==> src/rtl/pkt_host_port_pkg.sv <==
package pkt_host_port_pkg;

  localparam logic [2:0] CMD_START  = 3'b001;
  localparam logic [2:0] CMD_REWIND = 3'b010;
  localparam logic [2:0] CMD_PAUSE  = 3'b011;
  localparam logic [2:0] CMD_RESUME = 3'b100;

  localparam logic [1:0] REG_CTRL = 2'd0;
  localparam logic [1:0] REG_LEN  = 2'd1;
  localparam logic [1:0] REG_STAT = 2'd2;
  localparam logic [1:0] REG_DATA = 2'd3;

  localparam int DIR_BIT = 3;

  typedef struct packed {
    logic        start;
    logic        rewind;
    logic        pause;
    logic        resume;
    logic        dir;
    logic        len_wr;
    logic [15:0] len_val;
    logic        stat_rd;
    logic        data_rd;
    logic        data_wr;
    logic [7:0]  data;
  } host_req_t;

  typedef struct packed {
    logic dir;
    logic len_vld;
    logic paused;
    logic done;
  } chan_flags_t;

endpackage

==> src/rtl/pkt_host_port_mem.sv <==
module pkt_host_port_mem #(
  parameter int DEPTH  = 64,
  parameter int ADDR_W = $clog2(DEPTH)
) (
  input  logic              clk_i,
  input  logic              hwe_i,
  input  logic [ADDR_W-1:0] haddr_i,
  input  logic [7:0]        hdata_i,
  input  logic              lwe_i,
  input  logic [ADDR_W-1:0] laddr_i,
  input  logic [7:0]        ldata_i,
  input  logic [ADDR_W-1:0] hraddr_i,
  input  logic [ADDR_W-1:0] lraddr_i,
  output logic [7:0]        hrdata_o,
  output logic [7:0]        lrdata_o
);

  logic [7:0] rows [DEPTH];

  for (genvar r = 0; r < DEPTH; r++) begin : g_row
    logic [7:0] q;
    logic       hsel;
    logic       lsel;
    assign hsel = hwe_i && (haddr_i == ADDR_W'(r));
    assign lsel = lwe_i && (laddr_i == ADDR_W'(r));
    // host write wins a same-cycle collision
    always_ff @(posedge clk_i) begin
      if (hsel)      q <= hdata_i;
      else if (lsel) q <= ldata_i;
    end
    assign rows[r] = q;
  end

  assign hrdata_o = rows[hraddr_i];
  assign lrdata_o = rows[lraddr_i];

endmodule

==> src/rtl/pkt_host_port_regif.sv <==
module pkt_host_port_regif
  import pkt_host_port_pkg::*;
#(
  parameter int PW = 7
) (
  input  logic        wr_i,
  input  logic        rd_i,
  input  logic [1:0]  addr_i,
  input  logic [15:0] wdata_i,
  input  chan_flags_t flags_i,
  input  logic [PW-1:0] ptr_i,
  input  logic [PW-1:0] len_i,
  input  logic [PW-1:0] stage_i,
  input  logic [7:0]  byte_i,
  input  logic        byte_ok_i,
  output host_req_t   req_o,
  output logic [15:0] rdata_o
);

  always_comb begin
    req_o         = '0;
    req_o.dir     = wdata_i[DIR_BIT];
    req_o.len_val = wdata_i;
    req_o.data    = wdata_i[7:0];
    if (wr_i && addr_i == REG_CTRL) begin
      unique case (wdata_i[2:0])
        CMD_START:  req_o.start  = 1'b1;
        CMD_REWIND: req_o.rewind = 1'b1;
        CMD_PAUSE:  req_o.pause  = 1'b1;
        CMD_RESUME: req_o.resume = 1'b1;
        default: ;
      endcase
    end
    req_o.len_wr  = wr_i && addr_i == REG_LEN;
    req_o.stat_rd = rd_i && addr_i == REG_STAT;
    req_o.data_rd = rd_i && addr_i == REG_DATA;
    req_o.data_wr = wr_i && addr_i == REG_DATA;
  end

  always_comb begin
    unique case (addr_i)
      REG_CTRL: rdata_o = {8'(ptr_i), 4'b0000, flags_i.dir, flags_i.len_vld,
                           flags_i.paused, flags_i.done};
      REG_LEN:  rdata_o = 16'(len_i);
      REG_STAT: rdata_o = 16'(stage_i);
      default:  rdata_o = byte_ok_i ? {8'h00, byte_i} : 16'h0000;
    endcase
  end

endmodule

==> src/rtl/pkt_host_port_ptr.sv <==
module pkt_host_port_ptr
  import pkt_host_port_pkg::*;
#(
  parameter int DEPTH = 64,
  parameter int PW    = $clog2(DEPTH + 1)
) (
  input  logic          clk_i,
  input  logic          rst_ni,
  input  host_req_t     req_i,
  input  logic          post_i,
  input  logic [15:0]   post_len_i,
  output logic [PW-1:0] ptr_o,
  output logic [PW-1:0] len_o,
  output logic [PW-1:0] stage_o,
  output chan_flags_t   flags_o,
  output logic          wr_acc_o,
  output logic          byte_ok_o
);

  localparam logic [15:0] DEPTH_W = 16'(DEPTH);

  function automatic logic [PW-1:0] clamp(input logic [15:0] v);
    if (v > DEPTH_W) return PW'(DEPTH);
    return v[PW-1:0];
  endfunction

  logic [PW-1:0] ptr_q, len_q, stage_q, ptr_nxt, len_in;
  logic          dir_q, len_vld_q, paused_q, done_q;
  logic          live, can_rx, can_tx, rd_acc, wr_acc, latch_rx, latch_tx;

  assign live     = !done_q && !paused_q;
  assign can_rx   = live && len_vld_q && !dir_q;
  assign can_tx   = live && len_vld_q && dir_q;
  assign rd_acc   = req_i.data_rd && can_rx;
  assign wr_acc   = req_i.data_wr && can_tx;
  assign latch_rx = req_i.stat_rd && live && !len_vld_q && !dir_q;
  assign latch_tx = req_i.len_wr  && live && !len_vld_q && dir_q;
  assign len_in   = dir_q ? clamp(req_i.len_val) : stage_q;
  assign ptr_nxt  = ptr_q + 1'b1;

  always_ff @(posedge clk_i or negedge rst_ni) begin
    if (!rst_ni) stage_q <= '0;
    else if (post_i) stage_q <= clamp(post_len_i);
  end

  always_ff @(posedge clk_i or negedge rst_ni) begin
    if (!rst_ni) begin
      ptr_q     <= '0;
      len_q     <= '0;
      dir_q     <= 1'b0;
      len_vld_q <= 1'b0;
      paused_q  <= 1'b0;
      done_q    <= 1'b0;
    end else if (req_i.start) begin
      ptr_q     <= '0;
      len_q     <= '0;
      dir_q     <= req_i.dir;
      len_vld_q <= 1'b0;
      paused_q  <= 1'b0;
      done_q    <= 1'b0;
    end else if (req_i.rewind) begin
      // late rewind is dropped
      if (!done_q) begin
        ptr_q     <= '0;
        len_vld_q <= 1'b0;
      end
    end else begin
      if (req_i.pause)  paused_q <= 1'b1;
      if (req_i.resume) paused_q <= 1'b0;
      if (latch_rx || latch_tx) begin
        len_q     <= len_in;
        len_vld_q <= 1'b1;
        ptr_q     <= '0;
        done_q    <= (len_in == '0);
      end else if (rd_acc || wr_acc) begin
        ptr_q <= ptr_nxt;
        if (ptr_nxt == len_q) done_q <= 1'b1;
      end
    end
  end

  assign ptr_o     = ptr_q;
  assign len_o     = len_q;
  assign stage_o   = stage_q;
  assign flags_o   = '{dir: dir_q, len_vld: len_vld_q, paused: paused_q, done: done_q};
  assign wr_acc_o  = wr_acc;
  assign byte_ok_o = can_rx;

endmodule

==> src/rtl/pkt_host_port.sv <==
module pkt_host_port
  import pkt_host_port_pkg::*;
#(
  parameter int DEPTH  = 64,
  parameter int ADDR_W = $clog2(DEPTH)
) (
  input  logic              clk_i,
  input  logic              rst_ni,
  input  logic              reg_wr_i,
  input  logic              reg_rd_i,
  input  logic [1:0]        reg_addr_i,
  input  logic [15:0]       reg_wdata_i,
  output logic [15:0]       reg_rdata_o,
  input  logic              lnk_we_i,
  input  logic [ADDR_W-1:0] lnk_addr_i,
  input  logic [7:0]        lnk_wdata_i,
  input  logic              lnk_post_i,
  input  logic [15:0]       lnk_len_i,
  input  logic [ADDR_W-1:0] lnk_raddr_i,
  output logic [7:0]        lnk_rdata_o,
  output logic              done_o,
  output logic [15:0]       tx_len_o
);

  localparam int PW = $clog2(DEPTH + 1);

  host_req_t     req;
  chan_flags_t   flags;
  logic [PW-1:0] st_ptr, st_len, stage;
  logic          wr_acc, byte_ok;
  logic [7:0]    hbyte;
  logic          st_len_vld, st_paused, st_done;

  pkt_host_port_regif #(.PW(PW)) u_regif (
    .wr_i     (reg_wr_i),
    .rd_i     (reg_rd_i),
    .addr_i   (reg_addr_i),
    .wdata_i  (reg_wdata_i),
    .flags_i  (flags),
    .ptr_i    (st_ptr),
    .len_i    (st_len),
    .stage_i  (stage),
    .byte_i   (hbyte),
    .byte_ok_i(byte_ok),
    .req_o    (req),
    .rdata_o  (reg_rdata_o)
  );

  pkt_host_port_ptr #(.DEPTH(DEPTH), .PW(PW)) u_ptr (
    .clk_i     (clk_i),
    .rst_ni    (rst_ni),
    .req_i     (req),
    .post_i    (lnk_post_i),
    .post_len_i(lnk_len_i),
    .ptr_o     (st_ptr),
    .len_o     (st_len),
    .stage_o   (stage),
    .flags_o   (flags),
    .wr_acc_o  (wr_acc),
    .byte_ok_o (byte_ok)
  );

  pkt_host_port_mem #(.DEPTH(DEPTH), .ADDR_W(ADDR_W)) u_mem (
    .clk_i   (clk_i),
    .hwe_i   (wr_acc),
    .haddr_i (st_ptr[ADDR_W-1:0]),
    .hdata_i (req.data),
    .lwe_i   (lnk_we_i),
    .laddr_i (lnk_addr_i),
    .ldata_i (lnk_wdata_i),
    .hraddr_i(st_ptr[ADDR_W-1:0]),
    .lraddr_i(lnk_raddr_i),
    .hrdata_o(hbyte),
    .lrdata_o(lnk_rdata_o)
  );

  assign st_len_vld = flags.len_vld;
  assign st_paused  = flags.paused;
  assign st_done    = flags.done;
  assign done_o     = st_done;
  assign tx_len_o   = 16'(st_len);

endmodule

==> config.mk <==
export PLATFORM = sky130hd
export DESIGN_NAME = pkt_host_port
export DESIGN_NICKNAME = d
export VERILOG_FILES = /design/src/rtl/pkt_host_port_pkg.sv /design/src/rtl/pkt_host_port_mem.sv /design/src/rtl/pkt_host_port_regif.sv /design/src/rtl/pkt_host_port_ptr.sv /design/src/rtl/pkt_host_port.sv
export SDC_FILE = /design/constraint.sdc
export NUM_CORES = 1
export LEC_CHECK = 0
export BUFFER_PORTS_ARGS = -buffer_cell sky130_fd_sc_hd__buf_2
export CAP_MARGIN = 20
export CORE_UTILIZATION = 55
export DETAILED_ROUTE_END_ITERATION = 6
export PLACE_DENSITY = 0.8
export SYNTH_ARGS = -nofsm -noshare
export SYNTH_HDL_FRONTEND = slang
export SYNTH_HIERARCHICAL = 1
export SYNTH_SLANG_ARGS = --single-unit
export TNS_END_PERCENT = 20
==> constraint.sdc <==
create_clock -name clk_i -period 3 [get_ports clk_i]
set_clock_uncertainty 0.1 [all_clocks]
set_input_delay 0.15 -clock clk_i [delete_from_list [all_inputs] [get_ports clk_i]]
set_output_delay 0.15 -clock clk_i [all_outputs]
set_load 0.05 [all_outputs]
Word level (Yosys, flattened, before mapping)
Cells that the tools add are included.
{"block": "word_totals", "reg_bits": 537, "elab_cells": 614, "in_bits": 60}
{"block": "classes", "bitwise_logic": 2, "mux": 170, "n_eq_ne": 136, "n_lt_le_gt_ge": 4, "n_reduce_logical": 230, "n_addsub": 1}
{"operator": "2-to-1 mux 8 bit", "count": 133}
{"operator": "equality test 6 bit (second input constant)", "count": 64}
{"operator": "equality test 6 x 5 -> 1 bit (second input constant)", "count": 32}
{"operator": "logical AND 1 bit", "count": 145}
{"operator": "nonzero test 2 bit", "count": 65}
{"operator": "binary-select mux 8 bit (select 6 bit)", "count": 2}
{"operator": "equality test 6 x 4 -> 1 bit (second input constant)", "count": 16}
{"operator": "2-to-1 mux 7 bit", "count": 13}
{"operator": "equality test 6 x 3 -> 1 bit (second input constant)", "count": 8}
{"operator": "one-hot mux 16 bit (3 select lines)", "count": 1}
{"operator": "> comparator 16 x 7 -> 1 bit (second input constant)", "count": 2}
{"operator": "equality test 6 x 2 -> 1 bit (second input constant)", "count": 4}
{"operator": "2-to-1 mux 1 bit", "count": 20}
{"operator": ">= comparator 7 bit (second input constant)", "count": 2}
{"operator": "NOT 6 -> 7 bit", "count": 2}
{"operator": "equality test 6 x 1 -> 1 bit (second input constant)", "count": 2}
{"operator": "logical NOT 6 bit", "count": 2}
{"operator": "nonzero test 3 bit", "count": 4}
{"operator": "AND reduction 2 bit", "count": 4}
{"operator": "adder 7 x 1 -> 7 bit (second input constant)", "count": 1}
{"operator": "equality test 7 bit", "count": 1}
{"operator": "logical NOT 7 bit", "count": 1}
{"operator": "equality test 3 x 2 -> 1 bit (second input constant)", "count": 2}
{"operator": "equality test 2 bit (second input constant)", "count": 2}
{"operator": "11 further kinds", "count": 15}

Logic depth before layout (Yosys ltp)
{"block": "logic_depth", "word_depth": 10, "ltp_mapped": 12, "mapped_depth_nobuf": 8}

Hierarchy
Netlist, hierarchy kept.
{"module": "pkt_host_port_mem", "n_inst": 1, "seq_area_each_um2": 15374.7, "cells_per_inst": 1947, "area_per_inst_um2": 30758.2}
{"module": "pkt_host_port_ptr", "n_inst": 1, "seq_area_each_um2": 625.6, "cells_per_inst": 163, "area_per_inst_um2": 1462.7}
{"module": "pkt_host_port_regif", "n_inst": 1, "seq_area_each_um2": 0.0, "cells_per_inst": 71, "area_per_inst_um2": 558.0}
{"module": "pkt_host_port", "n_inst": 1, "seq_area_each_um2": 0.0, "cells_per_inst": 10, "area_per_inst_um2": 71.3}

Least setup slack after synthesis
OpenSTA, ideal clock, no wires.
{"block": "synth_timing", "path_type": "register to output", "from": "register u_ptr.ptr_q[0] (netlist: u_ptr/ptr_o[0])", "to": "output reg_rdata_o[1]", "t_required_ns": 2.750, "path_stages_with_launch": 11, "path_slack_ns": -0.277, "t_arrival_ns": 3.027, "path_cell_list": "dfrtp_1 buf_2 buf_4 buf_2 mux4_2 a221oi_1 o21ai_0 nand4_1 o41ai_1 and2_1 mux4_1"}
{"block": "synth_between", "elab_chain_cells": 6}
{"element": "start: declaration", "line": "pkt_host_port_ptr.sv:27", "rtl": "logic [PW-1:0] ptr_q, len_q, stage_q, ptr_nxt, len_in;"}
{"element": "start signal: assignment", "line": "pkt_host_port_ptr.sv:76", "rtl": "ptr_q <= ptr_nxt;"}
{"element": "NOT 6 -> 7 bit (not written as such)", "line": "pkt_host_port_mem.sv:34", "rtl": "assign hrdata_o = rows[hraddr_i];"}
{"element": "binary-select mux 8 bit (select 6 bit)", "line": "pkt_host_port_mem.sv:34"}
{"element": "2-to-1 mux 8 bit (not written as such) (2 in series)", "line": "pkt_host_port_mem.sv:34"}
{"element": "named net hbyte[1]", "line": "pkt_host_port.sv:31", "rtl": "logic [7:0] hbyte;"}
{"element": "2-to-1 mux 8 bit", "line": "pkt_host_port_regif.sv:46", "rtl": "default: rdata_o = byte_ok_i ? {8'h00, byte_i} : 16'h0000;"}
{"element": "one-hot mux 16 bit (3 select lines)", "line": "pkt_host_port_regif.sv:41", "rtl": "unique case (addr_i)"}
{"element": "end: declaration", "line": "pkt_host_port.sv:13", "rtl": "output logic [15:0] reg_rdata_o,"}
The timed path passes the listed nets, and every way through them passes these cells. The select of a mux whose other input is x is not followed.

Worst setup path in the final report
{"block": "layout_timing", "from": "register u_ptr.ptr_q[1] (netlist: u_ptr/ptr_o[1])", "to": "output reg_rdata_o[2]"}
Same word-level chain as after synthesis.

==> results.toml <==
[outcome]
status = "finished with violations"
failed_checks = "setup timing"

[floorplanning]
io_pins = 101
rows = 89
die_width_um = 246
floorplan.initialDensity = 0.557
floorplan.core_area_um2 = 59000
fp.dieArea_um2 = 60700
die_h_um = 246

[yosys]
synth-async-reset-ratio = 0.0466
synth.yosys.warnings = 6
synth_enable_flop_cells = 512
ys_dominant_reg_cell = "edfxtp_1"
synth.lib_cells_used.distinct = 70
post_synthesis_cell_count = 2191
synth.cell_area_um2 = 32900
synth.ff_latch_count = 537
postSynthAreaPerCell_um2 = 15.0
seq_area_frac_synth = 0.487

[power_and_ir_drop]
power_per_cell_area_nw_per_um2 = 585
vdd_drop_max_v = 0.000496
power.leakage_nw = 13.1

[timing]
worst_pin_slew_ns = 1.06
finalCriticalPeriod_ns = 3.81
setup_repair_after_global_routing_missed_its_margin = "true"
setup-tns-final_ns = -5.82
finalHoldViolations = 0
setup_viol_count_final = 16
relSlewSlack = 0.294
timing.fmax_mhz = 262
number_of_max_slew_violations_in_the_final_report = 0
setup_slack_of_the_critical_path_after_layout_ns = -0.810
fin_crit_sh = 1.27

[global_routing]
grt.total_usage = 0.376
antenna_violations_before_repair = 5
grt_start_max_net_pins = 68
first_global_vias = 23400
gr-total-overflow = 0
wire_length_of_the_first_global_routing_pass_mm = 163

[clock_tree]
cts_tree = "yes"
clk_pin_slew_ns = 0.06
cts-buffers-inserted = 57
insertion_delay_ns = 0.63
cts-root-buf = "clkbuf_16"
cts_max_path_buffers = 3
cts_htree_levels = 2
cts_num_sinks = 537

[worst_setup_path]
endpoint_kind = "output port"
critPathMaxStageDelay_ns = 0.52
worst_path_dominant_cell_family = "multiplexers"
timing.critical_path.cells = "buf_12 > buf_4 > buf_4 > buf_4 > mux4_2 > mux2i_1 > o21ai_1 > nand3_1 > o31ai_4 > and2_1 > mux4_2 > buf_8"
critPathLaunchType = "flip-flop"
cpMaxStageDelayCell = "dfrtp_4"
critical_path_arrival_ns = 3.56
crit_path_max_fanout = 8
timing.critical_path.required_ns = 2.75
worst-path-buf-inv = 5
timing.setup.critical_path_class = "reg -> out"
critical-path-top-cell-by-count = "buf_4"

[detailed_routing]
vias = 23800
drt-initial-drc-count = 3252
detail_route.wl_per_cell_um = 34.8
viasPerCell = 7.29
first_pass_iters = 6
drcViolationCount = 0
postRouteWirelength_mm = 114
detail-route-antenna-nets = 0

[min_path]
hold_path_class = "in -> async"

[placement]
hpwlAfterDp_mm = 78.4
globalplace.congestion = 1.03
placed_instance_area_um2 = 36000
port-buffer-count = 90

[job]
cap_violations = 0

[layout]
drive_above_1_share = 0.547
area_growth_syn_to_layout_pct = 18.1
final_net_count = 2510
finish.instance_area_um2 = 38800
## power breakdown
part / switching, mW / internal [mW]
clock network: 3.09 / 4.26
logic: 3.53 / 3.36
registers: 0.126 / 8.32
total: 6.75 / 15.9
## layout by cell type, fill, tap and decap left out, types with 23 or more instances in the layout
master           n
nor2b_1         30
dlygate4sd3_1   29
mux2i_1         45
mux4_2         260
clkbuf_16       57
mux2_2         513
buf_2           71
buf_4          290
edfxtp_1       512
nor2_1          30
o22ai_1         45
nand3_1         23
o21ai_0         62
buf_12          47
nand2_1         92
## area by class of cell
class / instances / area (um2)
Fill cell: 4001 / 20200
Sequential cell: 537 / 16000
Multi-Input combinational cell: 1385 / 15900
Timing Repair Buffer: 457 / 4030
Clock buffer: 66 / 1460
Tap cell: 773 / 967
Clock inverter: 38 / 437
Inverter: 11 / 41.3
Antenna cell: 2 / 5.00
## metal layers
metal / vias to the layer above / wire length, um / global-route usage
met1: 12200 / 39800 / 0.496
li1: 9346 / - / -
met2: 1911 / 52800 / 0.592
met3: 369 / 14900 / 0.0938
met5: - / 40 / 0
met4: 6 / 6210 / 0.168
## Yosys cell counts (all sizes together), types with 2 or more instances
master | instances | share of area
edfxtp | 512 | 0.47
nor3 | 7 | 0.0011
dfrtp | 25 | 0.019
a2111oi | 4 | 0.0016
a31oi | 4 | 0.00076
or2 | 8 | 0.0015
a22o | 10 | 0.0027
and3 | 7 | 0.0013
o31ai | 9 | 0.0022
nor2b | 30 | 0.0057
a211oi | 15 | 0.0034
o211ai | 2 | 0.00046
or4 | 4 | 0.00091
nor4 | 10 | 0.0021
o22ai | 51 | 0.0097
nand2 | 94 | 0.011
o41ai | 7 | 0.0019
xnor2 | 4 | 0.0011
mux2 | 518 | 0.18
nand4 | 4 | 0.00076
inv | 11 | 0.0013
nand3b | 3 | 0.00069
or3b | 3 | 0.00080
conb | 2 | 0.00023
nand3 | 23 | 0.0035
and2 | 14 | 0.0027
buf | 129 | 0.024
o221ai | 13 | 0.0035
nor3b | 4 | 0.0012
mux4 | 264 | 0.18
xor2 | 5 | 0.0013
mux2i | 48 | 0.015
and3b | 2 | 0.00053
nor2 | 48 | 0.0068
o21ai | 91 | 0.014
a2bb2oi | 6 | 0.0016
a21oi | 17 | 0.0026
nor4b | 2 | 0.00053
or3 | 6 | 0.0011
nand2b | 17 | 0.0032
a221oi | 6 | 0.0016
clkbuf | 137 | 0.016
a22oi | 3 | 0.00069
o2bb2ai | 2 | 0.00053
## cell families (layout without fill, tap and decap cells)
family                     Yosys count  count (layout)  share of synthesized area
buffers and inverters              277             572                     0.0414
and+or+nand+nor                    289             289                     0.0462
AOI/OAI and AO/OA                  246             246                     0.0486
adders and majority gates            1               1                   0.000381
DFF                                537             537                      0.487
other                                2              12                   0.000229
xor gates and xnor gates             9               9                    0.00240
muxes                              830             830                      0.374
## flip-flops by register name (all words and copies together) (netlist names)
name,cells
u_ptr/len_o,7
u_mem/g_row.q,512
u_ptr/stage_o,7
u_ptr/ptr_o,7
u_ptr/len_vld_q,1
u_ptr/paused_q,1
u_ptr/dir_q,1
u_ptr/done_q,1
## path summary, 6_finish.rpt
kind	end	cells after the start	startpoint	slack, ns
setup reg to reg	u_ptr/done_q	10	u_ptr/ptr_o[0]	-0.01
hold / removal	u_ptr/ptr_o[3]	2	rst_ni	0.02
min in group clk_i	u_mem/g_row[36].q[5]	3	lnk_wdata_i[5]	0.11
setup / recovery	reg_rdata_o[2]	12	u_ptr/ptr_o[1]	-0.81
hold reg to reg	u_ptr/ptr_o[6]	1	u_ptr/ptr_o[6]	0.45
max in group asynchronous	u_ptr/ptr_o[1]	2	rst_ni	2.24
## what timing repair did
item | 4_1_cts | 5_1_grt
hold endpoints to repair | 46 | 0
gates resized for setup | 80 | 35
buffers inserted | 12 | 3
endpoints found under the setup margin | 17 | 34
pin swaps | 9 | 8
hold buffers | 29 | 0
cloned | 1 | 0
## stage by stage
stage	setup WS, ns	std cells	power (mW)	utilization	hold slack (ns)
final	-0.810	3269	22.7	0.657	0.0195
after global routing	-0.881	3268	23.2	0.657	0.0747
after CTS	-0.800	3266	22.5	0.655	0.000346
after detailed placement	-0.699	3121	14.7	0.610	0.133
after global placement	-0.677	3121	14.5	0.610	0.125
after floorplan	-0.186	2199	12.2	-	-0.246
Power figures use the tool's default switching activity.
